--- config.mk ---
export PLATFORM = sky130hd
export DESIGN_NAME = vic_ctrl
export DESIGN_NICKNAME = d
export VERILOG_FILES = /design/src/rtl/vic_pkg.sv /design/src/rtl/vic_irq_capture.sv /design/src/rtl/vic_prio_enc.sv /design/src/rtl/vic_ack_seq.sv /design/src/rtl/vic_ctrl.sv
export SDC_FILE = /design/constraint.sdc
export NUM_CORES = 1
export LEC_CHECK = 0
export CORE_UTILIZATION = 49
export DETAILED_ROUTE_END_ITERATION = 7
export PLACE_DENSITY = 0.75
export REMOVE_ABC_BUFFERS = 1
export SYNTH_ARGS = -nofsm -noshare
export SYNTH_HDL_FRONTEND = slang
export SYNTH_SLANG_ARGS = --single-unit
--- constraint.sdc ---
create_clock -name clk -period 2.4 [get_ports clk]
set_input_delay 0.24 -clock clk [delete_from_list [all_inputs] [get_ports clk]]
set_output_delay 0.24 -clock clk [all_outputs]
set_load 0.005 [all_outputs]
--- src/rtl/vic_pkg.sv ---
package vic_pkg;
   localparam int unsigned REG_ADDR_W = 2;
   localparam logic [REG_ADDR_W-1:0] ADDR_MASK = 2'd0;
   localparam logic [REG_ADDR_W-1:0] ADDR_BASE = 2'd1;
   localparam logic [REG_ADDR_W-1:0] ADDR_EOI  = 2'd2;
endpackage

--- src/rtl/vic_irq_capture.sv ---
module vic_irq_capture #(
   parameter int unsigned N_IRQ       = 8,
   parameter int unsigned SYNC_STAGES = 2
) (
   input  logic             clk,
   input  logic             rst_n,
   input  logic [N_IRQ-1:0] irq_i,
   output logic [N_IRQ-1:0] rise_o
);
   logic [N_IRQ-1:0] lvl;
   logic [N_IRQ-1:0] prev_q;

   if (SYNC_STAGES == 0) begin : g_direct
      assign lvl = irq_i;
   end else begin : g_sync
      logic [N_IRQ-1:0] stg_q [SYNC_STAGES];
      always_ff @(posedge clk or negedge rst_n) begin
         if (!rst_n) begin
            for (int s = 0; s < SYNC_STAGES; s++) stg_q[s] <= '0;
         end else begin
            stg_q[0] <= irq_i;
            for (int s = 1; s < SYNC_STAGES; s++) stg_q[s] <= stg_q[s-1];
         end
      end
      assign lvl = stg_q[SYNC_STAGES-1];
   end

   always_ff @(posedge clk or negedge rst_n) begin
      if (!rst_n) prev_q <= '0;
      else        prev_q <= lvl;
   end

   assign rise_o = lvl & ~prev_q;
endmodule

--- src/rtl/vic_prio_enc.sv ---
module vic_prio_enc #(
   parameter int unsigned N     = 8,
   localparam int unsigned IDX_W = $clog2(N)
) (
   input  logic [N-1:0]     vec_i,
   output logic             any_o,
   output logic [IDX_W-1:0] idx_o
);
   always_comb begin
      any_o = 1'b0;
      idx_o = '0;
      for (int i = N - 1; i >= 0; i--) begin
         if (vec_i[i]) begin
            any_o = 1'b1;
            idx_o = IDX_W'(i);
         end
      end
   end
endmodule

--- src/rtl/vic_ack_seq.sv ---
module vic_ack_seq (
   input  logic clk,
   input  logic rst_n,
   input  logic inta_n_i,
   output logic first_o,
   output logic second_o,
   output logic drive_o
);
   logic prev_q;
   logic phase_q;
   logic drive_q;
   logic fall;

   assign fall     = prev_q & ~inta_n_i;
   assign first_o  = fall & ~phase_q;
   assign second_o = fall & phase_q;

   always_ff @(posedge clk or negedge rst_n) begin
      if (!rst_n) begin
         prev_q  <= 1'b1;
         phase_q <= 1'b0;
         drive_q <= 1'b0;
      end else begin
         prev_q <= inta_n_i;
         if (fall) phase_q <= ~phase_q;
         if (second_o)      drive_q <= 1'b1;
         else if (inta_n_i) drive_q <= 1'b0;
      end
   end

   assign drive_o = drive_q;
endmodule

--- src/rtl/vic_ctrl.sv ---
module vic_ctrl
   import vic_pkg::*;
#(
   parameter int unsigned    N_IRQ       = 8,
   parameter int unsigned    DW          = 8,
   parameter int unsigned    SYNC_STAGES = 2,
   parameter logic [7:0]     BASE_RST    = 8'h08,
   localparam int unsigned   IDX_W       = $clog2(N_IRQ)
) (
   input  logic                  clk,
   input  logic                  rst_n,
   input  logic [N_IRQ-1:0]      irq_i,
   input  logic                  wr_en_i,
   input  logic [REG_ADDR_W-1:0] wr_addr_i,
   input  logic [DW-1:0]         wr_data_i,
   input  logic                  inta_n_i,
   output logic                  intr_o,
   output logic [DW-1:0]         vec_o,
   output logic                  vec_oe_o
);
   if (N_IRQ < 2 || (1 << IDX_W) != N_IRQ) begin : g_bad_nirq
      $error("vic_ctrl: N_IRQ must be a power of two of at least 2");
   end
   if (N_IRQ > DW || IDX_W + 1 > DW) begin : g_bad_dw
      $error("vic_ctrl: DW too narrow for mask and command fields");
   end
   if (DW != 8) begin : g_bad_base
      $error("vic_ctrl: BASE_RST is sized for an 8-bit data path");
   end

   logic [N_IRQ-1:0]  irq_rise;
   logic [N_IRQ-1:0]  req_q, isr_q, mask_q, elig;
   logic [N_IRQ-1:0]  set_vec, eoi_clr;
   logic [DW-1:IDX_W] base_q;
   logic              req_any, isr_any, grant;
   logic [IDX_W-1:0]  req_idx, isr_idx, ack_idx_q;
   logic              ack_first, ack_second, ack_drive;
   logic              wr_mask, wr_base, wr_eoi;

   vic_irq_capture #(.N_IRQ(N_IRQ), .SYNC_STAGES(SYNC_STAGES)) u_cap (
      .clk    (clk),
      .rst_n  (rst_n),
      .irq_i  (irq_i),
      .rise_o (irq_rise)
   );

   assign elig = req_q & ~mask_q;

   vic_prio_enc #(.N(N_IRQ)) u_req_enc (
      .vec_i (elig),
      .any_o (req_any),
      .idx_o (req_idx)
   );

   vic_prio_enc #(.N(N_IRQ)) u_isr_enc (
      .vec_i (isr_q),
      .any_o (isr_any),
      .idx_o (isr_idx)
   );

   vic_ack_seq u_ack (
      .clk      (clk),
      .rst_n    (rst_n),
      .inta_n_i (inta_n_i),
      .first_o  (ack_first),
      .second_o (ack_second),
      .drive_o  (ack_drive)
   );

   // A request outranks the in-service set when its index is smaller.
   assign intr_o = req_any && (!isr_any || (req_idx < isr_idx));

   assign wr_mask = wr_en_i && (wr_addr_i == ADDR_MASK);
   assign wr_base = wr_en_i && (wr_addr_i == ADDR_BASE);
   assign wr_eoi  = wr_en_i && (wr_addr_i == ADDR_EOI);
   assign grant   = ack_first && intr_o;

   always_comb begin
      set_vec = '0;
      if (grant) set_vec[req_idx] = 1'b1;
   end

   always_comb begin
      eoi_clr = '0;
      if (wr_eoi) begin
         if (wr_data_i[IDX_W])  eoi_clr[wr_data_i[IDX_W-1:0]] = 1'b1;
         else if (isr_any)      eoi_clr[isr_idx] = 1'b1;
      end
   end

   always_ff @(posedge clk or negedge rst_n) begin
      if (!rst_n) begin
         req_q     <= '0;
         isr_q     <= '0;
         mask_q    <= '1;
         base_q    <= BASE_RST[DW-1:IDX_W];
         ack_idx_q <= '1;
      end else begin
         req_q <= (req_q & ~set_vec) | irq_rise;
         isr_q <= (isr_q & ~eoi_clr) | set_vec;
         if (wr_mask) mask_q <= wr_data_i[N_IRQ-1:0];
         if (wr_base) base_q <= wr_data_i[DW-1:IDX_W];
         if (ack_first) ack_idx_q <= grant ? req_idx : '1;
      end
   end

   assign vec_oe_o = ack_drive;
   assign vec_o    = ack_drive ? {base_q, ack_idx_q} : '0;

   logic unused_second;
   assign unused_second = ack_second;
endmodule

Word-level counts from Yosys, hierarchy flattened

Index checks and enable logic that the tools add are counted.

Bits in registers: 59
Output and inout port bits: 10
Logic and storage cells: 93

Order comparisons: 7
Equality and inequality tests: 2
Mux-type cells: 46
Bitwise logic cells: 15
Reduce and logical (&&, ||, !) cells: 12

Operators with widths:

| kind                 | count |
|---|---|
| $mux W3              | 17 |
| $mux W8              | 5 |
| $and A8 B8 Y8        | 4 |
| $not A8 Y8           | 4 |
| $mux W1              | 21 |
| $or A8 B8 Y8         | 2 |
| $lt A3 B4 Y1 const B | 3 |
| $demux W1 S3         | 3 |
| $ge A3 B1 Y1 const B | 3 |
| $logic_and A1 B1 Y1  | 8 |
| $and A1 B1 Y1        | 3 |
| $lt A3 B3 Y1         | 1 |
| $eq A2 B1 Y1 const B | 1 |
| $eq A2 B2 Y1 const B | 1 |
| $logic_not A2 Y1     | 1 |
| $not A1 Y1           | 2 |
| $reduce_bool A2 Y1   | 1 |
| $logic_not A1 Y1     | 1 |
| $logic_or A1 B1 Y1   | 1 |

Logic depth before layout (Yosys ltp)

Gate-level depths: netlist of the first run.

Depth in word-level cells: 18
Mapped depth: 9
Mapped depth without buffers: 9

Modules after synthesis

Synthesis of the first run repeated with hierarchy kept, for this count alone.

Cells, all modules: 216
Area total of the unflattened synthesis: 2561.2 µm²

Modules (own cells, without submodules):

| module          | instances | cells each | area each (µm²) | sequential area each (µm²) |
|---|---|---|---|---|
| vic_ctrl        | 1         | 148        | 1571.5          | 815.8 |
| vic_irq_capture | 1         | 32         | 710.7           | 600.6 |
| vic_prio_enc    | 2         | 13         | 80.1            | 0.0 |
| vic_ack_seq     | 1         | 10         | 118.9           | 76.3 |

Worst setup path after synthesis of the first run

Ideal clock, no wire load.

Path kind: register to register
From: register isr_q[0]
To: register req_q[4]
Library setup time: 121 ps
Arrival time: 2193 ps
Required time: 2279 ps
Setup slack: 86 ps
Stages on the path, launching flop included: 8
Cells stage by stage: dfrtp_1 > or4_4 > nand2b_1 > ha_1 > o21a_1 > o22a_2 > a211o_1 > a22o_1

Cells in the longest elaborated chain, start to end: 9

Ends and longest elaborated chain:

| element                                          | RTL line           | source |
|---|---|---|
| from (decl)                                      | vic_ctrl.sv:32     | `logic [N_IRQ-1:0] req_q, isr_q, mask_q, elig;` |
| from (signal assigned)                           | vic_ctrl.sv:100    | `isr_q <= (isr_q & ~eoi_clr) \| set_vec;` |
| $mux W3 or $mux W1 (tied branches)               | vic_prio_enc.sv:13 | `if (vec_i[i]) begin` |
| $lt A3 B3 Y1 or $logic_not A1 Y1 (tied branches) | vic_ctrl.sv:71     | `assign intr_o = req_any && (!isr_any \|\| (req_idx < isr_idx));` |
| $logic_or A1 B1 Y1 (*)                           | vic_ctrl.sv:71     |  |
| $logic_and A1 B1 Y1 (*)                          | vic_ctrl.sv:71     |  |
| $logic_and A1 B1 Y1 (*)                          | vic_ctrl.sv:76     | `assign grant = ack_first && intr_o;` |
| $mux W8 (*)                                      | vic_ctrl.sv:80     | `if (grant) set_vec[req_idx] = 1'b1;` |
| $not A8 Y8 (*)                                   | vic_ctrl.sv:99     | `req_q <= (req_q & ~set_vec) \| irq_rise;` |
| $and A8 B8 Y8 (*)                                | vic_ctrl.sv:99     |  |
| $or A8 B8 Y8 (*)                                 | vic_ctrl.sv:99     |  |
| to (signal assigned)                             | vic_ctrl.sv:99     |  |
| to (decl)                                        | vic_ctrl.sv:32     |  |

Mark *: on every way between the ends. The rest lies on a longest branch, timed or not.
A chain may end at the register's enable or synchronous reset.

Worst setup path in the final report of the first run

From: register isr_q[1]
To: output port intr_o

Cells in the longest elaborated chain, start to end: 5

Ends and longest elaborated chain:

| element                                          | RTL line           | source |
|---|---|---|
| $mux W3 or $mux W1 (tied branches) (2 in a row)  | vic_prio_enc.sv:13 |  |
| $lt A3 B3 Y1 or $logic_not A1 Y1 (tied branches) | vic_ctrl.sv:71     |  |
| $logic_or A1 B1 Y1 (*)                           | vic_ctrl.sv:71     |  |
| $logic_and A1 B1 Y1 (*)                          | vic_ctrl.sv:71     |  |
| to (decl)                                        | vic_ctrl.sv:17     | `output logic intr_o,` |

Marks and branches as above.

==> results of run 1 <==
-- metal layers --
metal	global-route usage, %	up-vias
met2	37.9	42
met3	4.94	13
met4	11.5	0
met5	0	-
li1	-	941
met1	28.9	939
-- per-stage QoR --
stage	setup slack [ps]	std cells
3_3_place_gp	-234	346
4_1_cts	-110	368
2_1_floorplan	86.0	216
5_1_grt	-217	369
3_5_place_dp	-280	346
6_report	-129	369
-- timing repair --
item	in CTS	in global routing
gates resized for setup	18	7
setup buffers	5	1
pin swaps	7	4
setup endpoints to repair	3	10
endpoints found under the hold margin	46	0
hold buffers	1	0
-- cells by family after synthesis --
kind of cell / synth area share (%)
AND/OR/NAND/NOR: 15.5
AO/OA/AOI/OAI: 15.9
multiplexers: 5.83
adder cells (fa/ha/maj): 0.996
flip-flops: 59.4
buffers and inverters: 2.29
-- synth_stat cells (2+ instances only) --
master    number
nor4_1         2
nor2_1        12
a21oi_1       10
nor3_1         5
o221ai_1       3
o31a_1         2
nand2_1       10
o21ai_1       14
a31oi_1        5
ha_1           2
o21ai_0        6
inv_1         11
nand2b_1       9
o31ai_1        5
and2_1         9
nor2b_1        8
mux2_1        13
nand3_1        3
dfrtp_1       46
o21a_1         3
or3_1          5
dfstp_2       13
-- registers in the layout (all words and copies together) (netlist names) --
| name | flops |
|---|---|
| ack_idx_q | 3 |
| base_q | 5 |
| isr_q | 8 |
| mask_q | 8 |
| req_q | 8 |
| u_ack.drive_o | 1 |
| u_ack.phase_q | 1 |
| u_ack.prev_q | 1 |
| u_cap.g_sync.stg_q | 8 |
| u_cap.lvl | 8 |
| u_cap.prev_q | 8 |
-- path summary, 6_finish.rpt --
path / startpoint / to / cells after the start
worst max register to register: isr_q[1] / req_q[7] / 10
max in group asynchronous: rst_n / mask_q[6] / 3
worst max-delay path: isr_q[1] / intr_o / 8
min in group asynchronous: rst_n / isr_q[4] / 3
worst min register to register: u_cap.g_sync.stg_q[9] / u_cap.lvl[1] / 0
worst min-delay path: irq_i[5] / u_cap.g_sync.stg_q[13] / 1
-- power by group through the flow --
stage	logic (mW)	clock network (mW)	registers, mW
floorplan	0.703	0	1.32
global placement	1.36	0	1.31
detailed placement	1.38	0	1.32
CTS	1.58	1.00	1.30
global route	1.85	1.04	1.33
finish	1.69	0.987	1.30
-- area by class of cell --
| type | instances | area share [%] |
|---|---|---|
| Clock buffer | 11 | 4.02 |
| Clock inverter | 5 | 2.21 |
| Inverter | 12 | 1.28 |
| Multi-Input combinational cell | 145 | 30.4 |
| Sequential cell | 59 | 42.5 |
| Tap cell | 67 | 2.38 |
| Timing Repair Buffer | 70 | 17.3 |
==> out/metrics.csv, run 1 <==
stage;metric;value;unit
sta;Final Hold Vio Count;0;
placed_design;Post-DP Area;3140;sq um
logic_synthesis;Synth top area share;45.8;%
pwr;Pint;2.68;mW
clocking;clock sinks;59;
setup_path;Startpoint Class;flop;
grt;Total GRT Usage;23.1;%
drt;total wire length after detailed routing;5540;microns
grt;first-pass GRT wire length;9060;microns
drt;Vias/cell;5.24;
clocking;later-pin clock latency in the skew report;330;ps
setup_path;Cell Chain, Critical Path;or4_4, nand2b_4, ha_4, o21a_1, o22a_2, o21ai_2, o21a_1, buf_2;
grt;largest net degree at the start of global routing;60;
layout;FILL cells;348;
setup_path;CP max stage cell;or4_4;
sta;total negative slack;-183;ps
pwr;total power;3.98;mW
sta;Final setup viols;4;
sta;worst-margin pin slew;346;ps
die;# IOs;32;
die;Starting Density;52.1;%
drt;TritonRoute pass-1 iters;4;
drt;initial drt markers;137;
logic_synthesis;EDFF count, synth;0;
layout;share of layout cells above drive strength 1;31.5;%
drt;routed via count;1935;
placed_design;GPL Wtd Cong;0.846;
logic_synthesis;Cell Area, Synth;2510;sq um
status;status;finished with violations;
die;row count;25;
logic_synthesis;Yosys top cell by area;dfrtp_1;
setup_path;Worst Path Arrival;2290;ps
layout;cell area after layout;3520;sq um
sta;RSZ-0062 raised after global routing;true;
setup_path;R2R Setup Slk;-50;ps
logic_synthesis;Mapped Cells;218;
layout;area grow syn2layout;40.0;%
clocking;Root Buffer;clkbuf_8;
setup_path;cell family with most CP delay;simple AND/OR/NAND/NOR gates;
setup_path;Crit path largest cell delay;550;ps
run;Max Cap Violations;0;
clocking;CTS tree;done;
setup_path;most used cell along the critical path;o21a_1;
setup_path;WP data required;2160;ps
drt;Detail Route met2 WL;2790;microns
pwr;Switch Pwr;1.30;mW
layout;most frequent cells in the layout;dfrtp_1, buf_4, clkdlybuf4s50_1;
logic_synthesis;ys async rst share;100;%
worst_hold_path;Hold Crit Class;in2reg;
drt;Final ANT Viol Nets;0;
logic_synthesis;register bit count reported by yosys;59;
pwr;Static Leak;1.52;nW
clocking;Num CTS Buffers;9;
drt;met3 wire length;162;microns
pwr;Seq pwr share;32.7;%
clocking;Worst-path clk slew;70;ps
layout;Ant. Diodes;0;
placed_design;port bufs;31;
layout;Final Util;73.0;%
layout;FF/Latch Area;1490;sq um
placed_design;HPWL after detailed placement;3940;microns
drt;DRC;0;
layout;final net count;321;
pwr;Switching Share;32.7;%
logic_synthesis;ys flop type;dfrtp_1;
logic_synthesis;syn avg cell area;11.5;sq um
status;failing checks;setup timing;
setup_path;Crit Path Max Fanout;2;
setup_path;worst setup path class;reg2out;
die;core area;4820;sq um
grt;grt ovf;0;
die;chip width;73.6;microns
pwr;combinational power share;42.5;%
logic_synthesis;Synth area leaders;dfrtp_1, dfstp_2, mux2_1;
logic_synthesis;Syn. warnings;0;
sta;Period minus WS final;2530;ps
setup_path;Crit. End Element;output pin;
sta;Max Slew Vio Count;0;
sta;Hold WS;348;ps
sta;Final Skew;7.13;ps
pwr;Cell Pwr Density;1130;nW/um^2
grt;vias in the first global route;1971;
sta;FMAX;395;MHz
layout;commonest non-fill, non-tap cell in the layout;dfrtp_1;
sta;Tcrit/Tclk final;105;%
logic_synthesis;synth unique cells;44;
clocking;maximum buffer depth of the clock tree;2;
layout;area occupied by multi-input gates;1070;sq um
grt;initial antenna violation count;0;
pwr;Clk pwr share;24.8;%
setup_path;CP Buf/Inv Count;1;
logic_synthesis;Seq/Total Area, Yosys;59.4;%
die;die height;73.6;microns
drt;max layer used;met4;
clocking;H-tree Lvls;3;
drt;WL met1;2450;microns
sta;setup slack after layout;-129;ps
pwr;peak supply drop;0.756;mV
die;Die ar.;5410;sq um
drt;drt wl/cell;15.0;microns
sta;Slew headroom;76.9;%
Note: power is estimated with default switching activity, not from simulation.
==> run 2: changes to the inputs <==
==> constraint.sdc (replaced) <==
create_clock -name clk -period 2.4 [get_ports clk]
set_input_delay 0.24 -clock clk [delete_from_list [all_inputs] [get_ports clk]]
set_output_delay 0.24 -clock clk [all_outputs]
set_load 0.01 [all_outputs]
==> run 2 against run 1 <==
The flow still finishes with violations (setup timing). Clock skew down 1.7 ps. Cell count decreased by 1.6%. Core utilization down 2.4 points. Routed wire length up 2.0%. Final area shrank 3.3%. Combinational power decreased by 11%. Clock power fell by 25%. Via count grew 1.6%. Critical endpoint unchanged.
==> out/metrics.csv, run 2 (synthesis gave the netlist of run 1 again) <==
stage;metric;value;unit;change
status;status;finished with violations;;
status;failing checks;setup timing;;
grt;initial antenna violation count;0;;unchanged
sta;Final Hold Vio Count;0;;unchanged
pwr;Cell Pwr Density;1040;nW/um^2;-7.9%
pwr;Clk pwr share;20.8;%;-4.0 points
layout;area occupied by multi-input gates;1050;sq um;-1.3%
drt;initial drt markers;94;;-31%
clocking;H-tree Lvls;3;;unchanged
sta;Final Skew;5.47;ps;-1.66 ps
layout;most frequent cells in the layout;dfrtp_1, buf_4, clkdlybuf4s50_1;;
die;row count;25;;unchanged
layout;Final Util;70.6;%;-2.4 points
drt;met3 wire length;229;microns;+41%
placed_design;port bufs;31;;unchanged
drt;TritonRoute pass-1 iters;4;;unchanged
pwr;Seq pwr share;37.0;%;+4.3 points
grt;largest net degree at the start of global routing;60;;unchanged
clocking;CTS tree;done;;
clocking;Root Buffer;clkbuf_8;;
grt;first-pass GRT wire length;9060;microns;unchanged
clocking;Setup Buffers After CTS;0;;-5
sta;Slew headroom;76.6;%;-0.31 points
sta;Final setup viols;2;;-2
die;core area;4820;sq um;unchanged
sta;setup slack after layout;-117;ps;+11.7 ps
worst_hold_path;Hold Crit Class;in2reg;;
sta;worst-margin pin slew;350;ps;+3.63 ps
layout;cell area after layout;3400;sq um;-3.3%
pwr;Switch Pwr;1.23;mW;-5.5%
setup_path;R2R Setup Slk;-20;ps;+30 ps
sta;FMAX;397;MHz;+0.47%
die;chip width;73.6;microns;unchanged
layout;area grow syn2layout;35.4;%;
layout;FILL cells;366;;+5.2%
setup_path;Crit Path Max Fanout;2;;unchanged
pwr;combinational power share;42.2;%;-0.3 points
setup_path;WP data required;2160;ps;about the same
setup_path;cells on worst reg2reg path;10;;unchanged
drt;total wire length after detailed routing;5650;microns;+2.0%
clocking;maximum buffer depth of the clock tree;2;;unchanged
pwr;Switching Share;34.7;%;+2.0 points
drt;DRC;0;;unchanged
drt;Vias/cell;5.42;;+3.3%
sta;Period minus WS final;2520;ps;-11.7 ps
drt;max layer used;met4;;
drt;WL met1;2450;microns;about the same
die;die height;73.6;microns;unchanged
layout;Ant. Diodes;0;;unchanged
pwr;peak supply drop;0.592;mV;-22%
setup_path;Startpoint Class;flop;;
grt;grt ovf;0;;unchanged
die;# IOs;32;;unchanged
pwr;Static Leak;1.46;nW;-3.6%
layout;commonest non-fill, non-tap cell in the layout;dfrtp_1;;
setup_path;Worst Path Arrival;2280;ps;about the same
clocking;clock sinks;59;;unchanged
pwr;total power;3.55;mW;-11%
drt;Final ANT Viol Nets;0;;unchanged
layout;final net count;315;;-1.9%
setup_path;worst setup path class;reg2out;;
die;Die ar.;5410;sq um;unchanged
sta;RSZ-0062 raised after global routing;true;;
sta;Max Slew Vio Count;0;;unchanged
clocking;Num CTS Buffers;9;;unchanged
clocking;later-pin clock latency in the skew report;330;ps;about the same
grt;vias in the first global route;1914;;-2.9%
worst_hold_path;Hold Path Depth;1;;unchanged
die;Starting Density;52.1;%;unchanged
placed_design;Post-DP Area;3140;sq um;unchanged
layout;FF/Latch Area;1490;sq um;unchanged
drt;routed via count;1966;;+1.6%
run;Max Cap Violations;0;;unchanged
setup_path;Crit. End Element;output pin;;
placed_design;GPL Wtd Cong;0.844;;-0.21%
sta;Tcrit/Tclk final;105;%;-0.49 points
clocking;Worst-path clk slew;60;ps;about the same
pwr;Pint;2.32;mW;-14%
grt;Total GRT Usage;23.4;%;+0.36 points
placed_design;HPWL after detailed placement;3850;microns;-2.3%
drt;Detail Route met2 WL;2830;microns;+1.7%
drt;drt wl/cell;15.6;microns;+3.7%
layout;share of layout cells above drive strength 1;28.7;%;-2.7 points
==> run 2: cell count changes in the layout (fill, tap and decap cells not counted), sizes merged <==
cell / previous run / this run
clkinv: 2 / 3
bufinv: 2 / 0
buf: 40 / 34
clkinvlp: 1 / 2
==> run 2: path summary, 6_finish.rpt <==
kind | startpoint | endpoint
max | mask_q[5] | intr_o
min | irq_i[0] | u_cap.g_sync.stg_q[8]
max reg2reg | mask_q[5] | req_q[4]
min reg2reg | u_cap.g_sync.stg_q[9] | u_cap.lvl[1]
max in group asynchronous | rst_n | ack_idx_q[0]
min in group asynchronous | rst_n | isr_q[4]
==> run 2: worst max-delay path, stage by stage, from the launching register on <==
cell      delay, ps
dfstp_2         530
nand2b_4        110
and2_4          140
o21ai_2          60
a21oi_2         170
ha_1            240
o21a_1          180
o22a_2          190
o21ai_2          60
o21a_1          140
buf_2           120
==> run 2: cell type report <==
cell class              instances  share of cell area (%)
repair buffers                 64                    16.6
clock inverters                 5                   0.883
clock buffers                  11                    3.86
flip-flops and latches         59                    43.9
inverters                      12                    1.32
well taps                      67                    2.47
multi-input cells             145                    31.0
==> run 2: metal layers <==
| layer | GRT usage (%) | up-vias |
|---|---|---|
| met2 | 38.9 | 52 |
| li1 | - | 928 |
| met3 | 4.80 | 15 |
| met1 | 29.2 | 971 |
| met5 | 0 | - |
| met4 | 11.5 | 0 |
==> run 2: through the flow <==
stage          hold slack, ps  setup WS, ps  std cells  TNS (ps)
5_1_grt                   344          -221        363      -429
4_1_cts                   337         -93.4        363     -93.4
3_5_place_dp              263          -303        346      -362
6_report                  347          -117        363      -139
2_1_floorplan           -55.6          86.0        216         0
3_3_place_gp              261          -269        346      -269
==> run 2: repair_timing <==
| item | CTS | global route |
|---|---|---|
| pin swaps | 7 | 2 |
| hold buffers | 1 | 0 |
| resized for setup | 17 | 3 |
| endpoints found under the hold margin | 46 | 0 |
| endpoints found under the setup margin | 3 | 3 |
==> run 2: power by group through the flow <==
stage	Clock (mW)	Sequential [mW]	Combinational (mW)
floorplan	0	1.32	0.720
global placement	0	1.30	1.38
detailed placement	0	1.32	1.39
CTS	0.752	1.31	1.46
global route	0.796	1.33	1.65
finish	0.736	1.31	1.50
